## src/rtl/sbs_pkg.sv

```systemverilog
package sbs_pkg;
  localparam int SBS_COL_W = 9;
  typedef logic [SBS_COL_W-1:0] col_t;

  // Window mask for a burst length code; bit 2 set means a full row.
  function automatic col_t len_mask(input logic [2:0] code);
    col_t m;
    if (code[2]) m = '1;
    else         m = col_t'((1 << code[1:0]) - 1);
    return m;
  endfunction

  // Column of step k: upper bits kept, low bits advanced inside the window.
  function automatic col_t step_col(input col_t base, input col_t k,
                                    input col_t m, input logic ilv);
    col_t low;
    low = ilv ? (base ^ k) : (base + k);
    return (base & ~m) | (low & m);
  endfunction
endpackage

```

## src/rtl/sbs_addr_gen.sv

```systemverilog
module sbs_addr_gen
  import sbs_pkg::*;
(
  input  logic       clk,
  input  logic       rst_n,
  input  logic       start_i,
  input  col_t       col_i,
  input  logic [2:0] len_code_i,
  input  logic       ilv_i,
  input  logic       stop_i,
  output logic       accept_o,
  output logic       busy_o,
  output logic       issue_o,
  output logic       fp_o,
  output col_t       col_o,
  output logic       done_o
);
  logic act_q, ilv_q, fp_q, done_q;
  col_t k_q, base_q, mask_q;
  logic end_now;

  assign accept_o = start_i & ~act_q;
  assign issue_o  = act_q & ~stop_i;
  assign end_now  = act_q & (stop_i | (~fp_q & (k_q == mask_q)));

  always_ff @(posedge clk) begin
    if (!rst_n) begin
      act_q  <= 1'b0;
      ilv_q  <= 1'b0;
      fp_q   <= 1'b0;
      done_q <= 1'b0;
      k_q    <= '0;
      base_q <= '0;
      mask_q <= '0;
    end else begin
      done_q <= end_now;
      if (accept_o) begin
        act_q  <= 1'b1;
        k_q    <= '0;
        base_q <= col_i;
        mask_q <= len_mask(len_code_i);
        fp_q   <= len_code_i[2];
        ilv_q  <= ilv_i & ~len_code_i[2];
      end else if (end_now) begin
        act_q <= 1'b0;
      end else if (act_q) begin
        k_q <= k_q + 1'b1;
      end
    end
  end

  assign busy_o = act_q;
  assign fp_o   = fp_q;
  assign col_o  = step_col(base_q, k_q, mask_q, ilv_q);
  assign done_o = done_q;
endmodule

```

## src/rtl/sbs_rd_pipe.sv

```systemverilog
module sbs_rd_pipe #(
  parameter int BYTES    = 8,
  parameter int MIN_CL   = 2,
  parameter int MAX_CL   = 3,
  parameter int MASK_LAT = 2,
  localparam int CLW     = $clog2(MAX_CL + 1)
) (
  input  logic             clk,
  input  logic             rst_n,
  input  logic             load_i,
  input  logic             cl3_i,
  input  logic             issue_rd_i,
  input  logic [BYTES-1:0] dqm_i,
  output logic [CLW-1:0]   cl_o,
  output logic             rd_vld_o,
  output logic [BYTES-1:0] rd_oe_o
);
  logic [MAX_CL:1]  pipe_q;
  logic [CLW-1:0]   cl_q;
  logic [BYTES-1:0] msk_q [MASK_LAT];

  always_ff @(posedge clk) begin
    if (!rst_n) begin
      pipe_q <= '0;
      cl_q   <= CLW'(MIN_CL);
    end else begin
      pipe_q[1] <= issue_rd_i;
      for (int i = 2; i <= MAX_CL; i++) pipe_q[i] <= pipe_q[i-1];
      if (load_i) cl_q <= cl3_i ? CLW'(MAX_CL) : CLW'(MIN_CL);
    end
  end

  for (genvar s = 0; s < MASK_LAT; s++) begin : g_msk
    always_ff @(posedge clk) begin
      if (!rst_n)     msk_q[s] <= '0;
      else if (s == 0) msk_q[s] <= dqm_i;
      else            msk_q[s] <= msk_q[(s == 0) ? 0 : s-1];
    end
  end

  assign cl_o     = cl_q;
  assign rd_vld_o = pipe_q[cl_q];
  assign rd_oe_o  = {BYTES{rd_vld_o}} & ~msk_q[MASK_LAT-1];
endmodule

```

## src/rtl/sbs_burst_seq.sv

```systemverilog
module sbs_burst_seq
  import sbs_pkg::*;
#(
  parameter int COL_W  = SBS_COL_W,
  parameter int BYTES  = 8,
  parameter int MIN_CL = 2,
  parameter int MAX_CL = 3,
  localparam int CLW   = $clog2(MAX_CL + 1)
) (
  input  logic             clk,
  input  logic             rst_n,
  input  logic             start_i,
  input  logic [COL_W-1:0] col_i,
  input  logic             wr_i,
  input  logic [2:0]       len_code_i,
  input  logic             ilv_i,
  input  logic             cl3_i,
  input  logic [BYTES-1:0] dqm_i,
  input  logic             stop_i,
  output logic [COL_W-1:0] col_o,
  output logic             col_vld_o,
  output logic             rd_vld_o,
  output logic [BYTES-1:0] rd_oe_o,
  output logic [BYTES-1:0] wr_en_o,
  output logic             done_o
);
  // Named events for the checker
  logic           accept, busy, issue, fp_mode, issue_rd;
  logic           wr_q;
  logic [CLW-1:0] rd_cl;

  sbs_addr_gen u_addr (
    .clk, .rst_n, .start_i, .col_i, .len_code_i, .ilv_i, .stop_i,
    .accept_o(accept), .busy_o(busy), .issue_o(issue), .fp_o(fp_mode),
    .col_o, .done_o
  );

  always_ff @(posedge clk) begin
    if (!rst_n)      wr_q <= 1'b0;
    else if (accept) wr_q <= wr_i;
  end

  assign issue_rd  = issue & ~wr_q;
  assign col_vld_o = issue;
  assign wr_en_o   = {BYTES{issue & wr_q}} & ~dqm_i;

  sbs_rd_pipe #(.BYTES(BYTES), .MIN_CL(MIN_CL), .MAX_CL(MAX_CL), .MASK_LAT(2)) u_rd (
    .clk, .rst_n, .load_i(accept), .cl3_i, .issue_rd_i(issue_rd), .dqm_i,
    .cl_o(rd_cl), .rd_vld_o, .rd_oe_o
  );
endmodule

```

## config.mk

```make
export PLATFORM = sky130hd
export DESIGN_NAME = sbs_burst_seq
export DESIGN_NICKNAME = d
export VERILOG_FILES = /design/src/rtl/sbs_pkg.sv /design/src/rtl/sbs_addr_gen.sv /design/src/rtl/sbs_rd_pipe.sv /design/src/rtl/sbs_burst_seq.sv
export SDC_FILE = /design/constraint.sdc
export NUM_CORES = 1
export LEC_CHECK = 0
export CORE_UTILIZATION = 44
export CTS_BUF_LIST = sky130_fd_sc_hd__clkbuf_16
export CTS_CLUSTER_SIZE = 28
export DETAILED_ROUTE_END_ITERATION = 8
export PLACE_DENSITY = 0.83
export SYNTH_ARGS = -nofsm -noshare
export SYNTH_HDL_FRONTEND = slang
export SYNTH_SLANG_ARGS = --single-unit
export TNS_END_PERCENT = 1
```

## constraint.sdc

```tcl
create_clock -name clk -period 2.7 [get_ports clk]
set_clock_uncertainty 0.2 [all_clocks]
set_input_delay 0.54 -clock clk [delete_from_list [all_inputs] [get_ports clk]]
set_output_delay 0.54 -clock clk [all_outputs]
set_load 0.05 [all_outputs]
```

# ---- After elaboration in Yosys (flattened, before gate mapping)
# Memory sizes are Yosys's and may differ from the RTL's.
# Index checks and enable logic that the tools add are counted.
dict set report word_totals {
  output_inout_bits 28
  wordCells 57
  in_bits 27
  mem_count 1
  register_bits 37
  ram_bits 16
}
dict set report op_classes {
  n_reduce_logical 3
  add_sub_neg 3
  eq_ne 1
  n_bitwise 26
  order_cmp 1
  n_mux 11
  shift 1
}
# name words width read_ports rd_clocked_by_memory_dff write_ports line
set memory_table {}
lappend memory_table {u_rd.msk_q 2 8 2 0 2 sbs_rd_pipe.sv:20} ;# logic [BYTES-1:0] msk_q [MASK_LAT];
# operator n
set op_table {}
lappend op_table {{9-bit AND} 2}
lappend op_table {{9-bit 2-to-1 mux} 2}
lappend op_table {{8-bit AND} 2}
lappend op_table {{8-bit 2-to-1 mux} 2}
lappend op_table {{8-bit inverter} 2}
lappend op_table {{9-bit by 1-bit adder with 9-bit output, second input constant} 1}
lappend op_table {{9-bit adder} 1}
lappend op_table {{9-bit == test} 1}
lappend op_table {{9-bit inverter} 1}
lappend op_table {{9-bit bitwise OR} 1}
lappend op_table {{1-bit by 2-bit left shift with 9-bit output, first input constant} 1}
lappend op_table {{9-bit by 2-bit subtractor with 9-bit output, second input constant} 1}
lappend op_table {{9-bit XOR} 1}
lappend op_table {{1-bit AND} 7}
lappend op_table {{1-bit inverter} 7}
lappend op_table {{1-bit 2-to-1 mux} 6}
lappend op_table {{2-bit by 3-bit less-than comparator with 1-bit output, second input constant} 1}
lappend op_table {{1-bit bitwise OR} 3}
lappend op_table {{1-bit binary-select mux with 2-bit select} 1}
lappend op_table {{2-bit AND reduction} 1}
lappend op_table {{2-bit nonzero test} 1}
lappend op_table {{2-bit OR reduction} 1}

# ---- Logic depth before layout (Yosys ltp)
dict set report depth {
  ltp_word 6
  depth_mapped 8
  depth_no_buf 8
}

# ---- Hierarchy
# Synthesis repeated with hierarchy kept, for this count alone.
dict set report hier_totals {
  cells_unflattened 276
  hier_area_um2 2388.5
}
# module seq_area_each_um2 cells_per_inst area_each_um2 instances
set by_module_without_submodules {}
lappend by_module_without_submodules {sbs_addr_gen 560.5 208 1707.9 1}
lappend by_module_without_submodules {sbs_rd_pipe 400.4 55 601.8 1}
lappend by_module_without_submodules {sbs_burst_seq 20.0 13 78.8 1}

# ---- Least setup slack after synthesis
# OpenSTA, ideal clock, no wires.
dict set report synth_timing {
  path_type {reg-to-output}
  from {reg u_addr.k_q[0]}
  to {out col_o[8]}
  stages_incl_launch_ff 9
  path_slack_ns -0.710
  required_ns 1.960
  arrival_time_ns 2.670
  n_path_buf 0
  cell_sequence {dfxtp_1 ha_1 inv_1 fa_1 nand2b_1 a211oi_1 a211o_1 mux2i_1 xor2_1}
}
dict set report synth_via {
  elab_chain_cells 4
}
# element line
set synth_lines {}
lappend synth_lines {{start: declaration} sbs_addr_gen.sv:19} ;# col_t k_q, base_q, mask_q;
lappend synth_lines {{start signal: assignment} sbs_addr_gen.sv:47} ;# k_q <= k_q + 1'b1;
lappend synth_lines {{9-bit adder} sbs_pkg.sv:17} ;# low = ilv ? (base ^ k) : (base + k);
lappend synth_lines {{9-bit 2-to-1 mux} sbs_pkg.sv:17}
lappend synth_lines {{9-bit AND} sbs_pkg.sv:18} ;# return (base & ~m) | (low & m);
lappend synth_lines {{9-bit bitwise OR} sbs_pkg.sv:18}
lappend synth_lines {{end: declaration} sbs_burst_seq.sv:20} ;# output logic [COL_W-1:0] col_o,
# No other way between the ends.

# ---- Worst setup path after layout
dict set report layout_timing {
  from {reg u_addr.base_q[0]}
  to {out col_o[8]}
}
dict set report layout_via {
  elab_chain_cells 4
}
# element line
set layout_lines {}
lappend layout_lines {{start: declaration} sbs_addr_gen.sv:19}
lappend layout_lines {{start signal: assignment} sbs_addr_gen.sv:40} ;# base_q <= col_i;
lappend layout_lines {{9-bit adder} sbs_pkg.sv:17}
lappend layout_lines {{9-bit 2-to-1 mux} sbs_pkg.sv:17}
lappend layout_lines {{9-bit AND} sbs_pkg.sv:18}
lappend layout_lines {{9-bit bitwise OR} sbs_pkg.sv:18}
# No other way between the ends.

==> summary.md <==
| Metric | Value |
|---|---|
| Status | finished with violations |
| Failing checks | setup timing |
| Largest net degree at the start of global routing | 20 |
| Post-route minimum period | about 3.2 ns |
| Peak VDD IR | around 290 uV |
| Layout Utilization | 0.708 |
| Rel. slew slack | 0.599 |
| RSZ-0062 raised after global routing | true |
| Dpl cell area | between 0.003 and 0.004 mm^2 |
| Worst setup SP type | register |
| Crit path kind | register to output port |
| DR vias | 2101 |
| RR Startpoint | u_addr.k_q[6]$_SDFFE_PP0P_ |
| Post-synth EDFFs | 0 |
| Synth cell types | 45 |
| Final Hold Fails | 0 |
| Final wirelength | 6240 um |
| H-tree levels | 2 |
| Initial core utilization | 0.469 |
| Most frequent cells in the layout | dfxtp_1 (47), clkdlybuf4s50_1 (37), nor2_1 (36) |
| Die height | ~74 um |
| Die area | around 0.0054 mm^2 |
| R2R depth | 6 |
| Vias in the first global route | a little over 2k |
| Post-synth net total | between 200 and 300 |
| Post-route DRC | 0 |
| Number of synthesized register bits | 49 |
| Synth top area share | 0.435 |
| Max-slew violations | 0 |
| CTS Hold Buffers Added | 0 |
| PnR worst setup slack | -0.452 ns |
| # setup viols final | 6 |
| Routed wire per std cell | ~16 um |
| Tot Pwr | approximately 1.8 mW |
| Hold Slack | roughly 0.24 ns |
| CTS tree | yes |
| Clock Sinks | 49 |
| R2R Setup Slk | approximately 0.42 ns |
| Worst Setup EP | col_o[8] |
| Initial DRC count | 166 |
| Place WS | -0.202 ns |
| Crit path from | u_addr.base_q[0]$_SDFFE_PN0P_ |
| Cell area after synthesis | around 0.0023 mm^2 |
| Async set-or-reset flop fraction in the synthesized netlist | 0 |
| # rows | 25 |
| Vias per std cell | 5.39 |
| Global-route wire length before repair | between 9000 and 10000 um |
| Total gr overflow | 0 |
| Final instance area | 0.00341 mm^2 |
| Largest cells by area after synthesis | dfxtp_1 (43%), nor2_1 (6.0%), ha_1 (5.5%) |
| Commonest non-fill, non-tap cell in the layout | dfxtp_1 |
| First-pass detailed-route iteration total | 4 |
| Seq/Total Area, Yosys | 0.435 |
| Worst-margin pin slew | between 0.6 and 0.7 ns |
| Reg clk slew, reported paths | 0.07 ns |
| Initial antenna violation count | 0 |
| Max_cap viols | 0 |
| Boundary Pins | 55 |
| # port buffers | 54 |
| Die W | 73.6 um |
| Fin crit share | 1.17 |
| Cells after Synth | around 250 |
| All-Layer GR Usage | 0.244 |
| Nets | 360 |
| Share of post-route cells with drive strength above 1 | 0.204 |
| HPWL after DPL | between 4000 and 5000 um |
| WP data required | between 1.5 and 2 ns |
| Worst skew pair latency | between 0.2 and 0.3 ns |
| Hold WC Path Type | register to register |
| Max Root-Sink Buffers | 2 |
| Placer Congestion | roughly 0.9 |
| Syn Area/Cell | approximately 9 um^2 |
| PD cells | ~530 mW/mm^2 |
| Clock Tree Root | clkbuf_16 |
| DRT antenna net count | 0 |
| CTS buffer count | 5 |
| Top_reg_cell synth | dfxtp_1 |
| Fmax | 317 MHz |
| Worst Path Max Fanout | 2 |
| Type of element capturing the critical path | output port |
| Antenna fix cells | 0 |
| Synth-to-Final Area Change | 51.1% |
| Worst hold start | u_rd.msk_q[0][2]$_SDFF_PN0_ |
| Worst r2r dst | u_addr.k_q[4]$_SDFFE_PP0P_ |
| Yosys warning count | 0 |
| Top cell type by total area after synthesis | dfxtp_1 |
| Static leakage | between 1 and 1.5 nW |
| Core area | between 0.004 and 0.005 mm^2 |
| WP data arrival | around 2.4 ns |
[through the flow]
step | instances | setup TNS [ns]
5_1_grt | 390 | -2.06
2_1_floorplan | 252 | -0.816
3_3_place_gp | 381 | -0.269
6_report | 390 | -1.61
4_1_cts | 390 | -1.58
3_5_place_dp | 381 | -0.416
[how the worst min path moves through the flow]
stage	end	cells past startpoint	slack [ns]
finish	u_rd.msk_q[1][2]$_SDFF_PN0_	1	0.24
global route	u_rd.msk_q[1][7]$_SDFF_PN0_	1	0.24
CTS	u_rd.pipe_q[2]$_SDFF_PN0_	1	0.24
detailed placement	u_rd.pipe_q[2]$_SDFF_PN0_	1	0.22
global placement	u_rd.msk_q[1][1]$_SDFF_PN0_	1	0.21
floorplan	u_rd.msk_q[1][0]$_SDFF_PN0_	1	0.21
[final cells by class]
class / count / area, um^2
fill: 349 / 1410
multi-input combinational: 184 / 1290
inverter: 9 / 33.8
clock buffer: 6 / 150
tap: 67 / 83.8
clock inverter: 2 / 13.8
timing repair buffer: 73 / 857
sequential: 49 / 986
[routing by layer]
layer  wire, um  global-route usage  share of wire
met1       2680               0.318           0.43
met2       3030               0.381           0.49
met3        376              0.0590          0.060
met4        153               0.111          0.025
met5          0                   0              0
[critical path, stage by stage, from the launching register on]
cell and delay (ns):
dfxtp_2 0.36, ha_4 0.15, inv_2 0.04, fa_2 0.36
nand2b_4 0.16, a211oi_4 0.22, a211o_1 0.21, mux2i_4 0.29
xor2_4 0.18, buf_12 0.15
[cells by family after synthesis]
kind of cell             count (synthesis)  synth area share
AO/OA/AOI/OAI                           53             0.165
XOR/XNOR                                14            0.0543
adder cells (fa/ha/maj)                 11            0.0643
buffers and inverters                   19            0.0360
flip-flops                              49             0.435
multiplexers                             5            0.0233
AND/OR/NAND/NOR                        101             0.223
[sequential cells by signal (all words and copies together), names as in the netlist]
register and count:
u_rd.msk_q 16, u_addr.base_q 9, u_addr.k_q 9, u_addr.mask_q 6, u_rd.pipe_q 3, u_addr.busy_o 1, u_addr.done_o 1, u_addr.fp_o 1
u_addr.ilv_q 1, u_rd.cl_o 1, wr_q 1
[what timing repair did]
action | 4_1_cts | 5_1_grt
setup buffers | 1 | 0
endpoints found under the hold margin | 0 | 0
pin swaps | 7 | 4
setup endpoints to repair | 7 | 7
resized for setup | 7 | 0
cloned | 0 | 0
[report_power, final]
group / total [mW] / switching, mW / leakage, nW / internal (mW)
sequential: 0.787 / 0.0302 / 0.403 / 0.757
clock: 0.682 / 0.280 / 0.0824 / 0.401
combinational: 0.330 / 0.172 / 0.928 / 0.157
[Yosys cell counts (2+ instances only)]
master     n
o41ai_1    2
nand2_1   18
or2_2      2
nand3_1    3
o21ai_0   10
clkbuf_1   7
a21oi_1   14
nor2_1    36
and2_1    19
mux2_2     2
a22o_1    11
or4_1      3
nand2b_1   5
xnor2_1   11
buf_2      2
inv_1      9
xor2_1     3
ha_1      10
o211ai_1   2
and3_1     2
dfxtp_1   49
o311ai_0   2
nand4_1    4
mux2i_1    3
nor3_1     3
No activity file was read; power rests on OpenSTA's default activity.
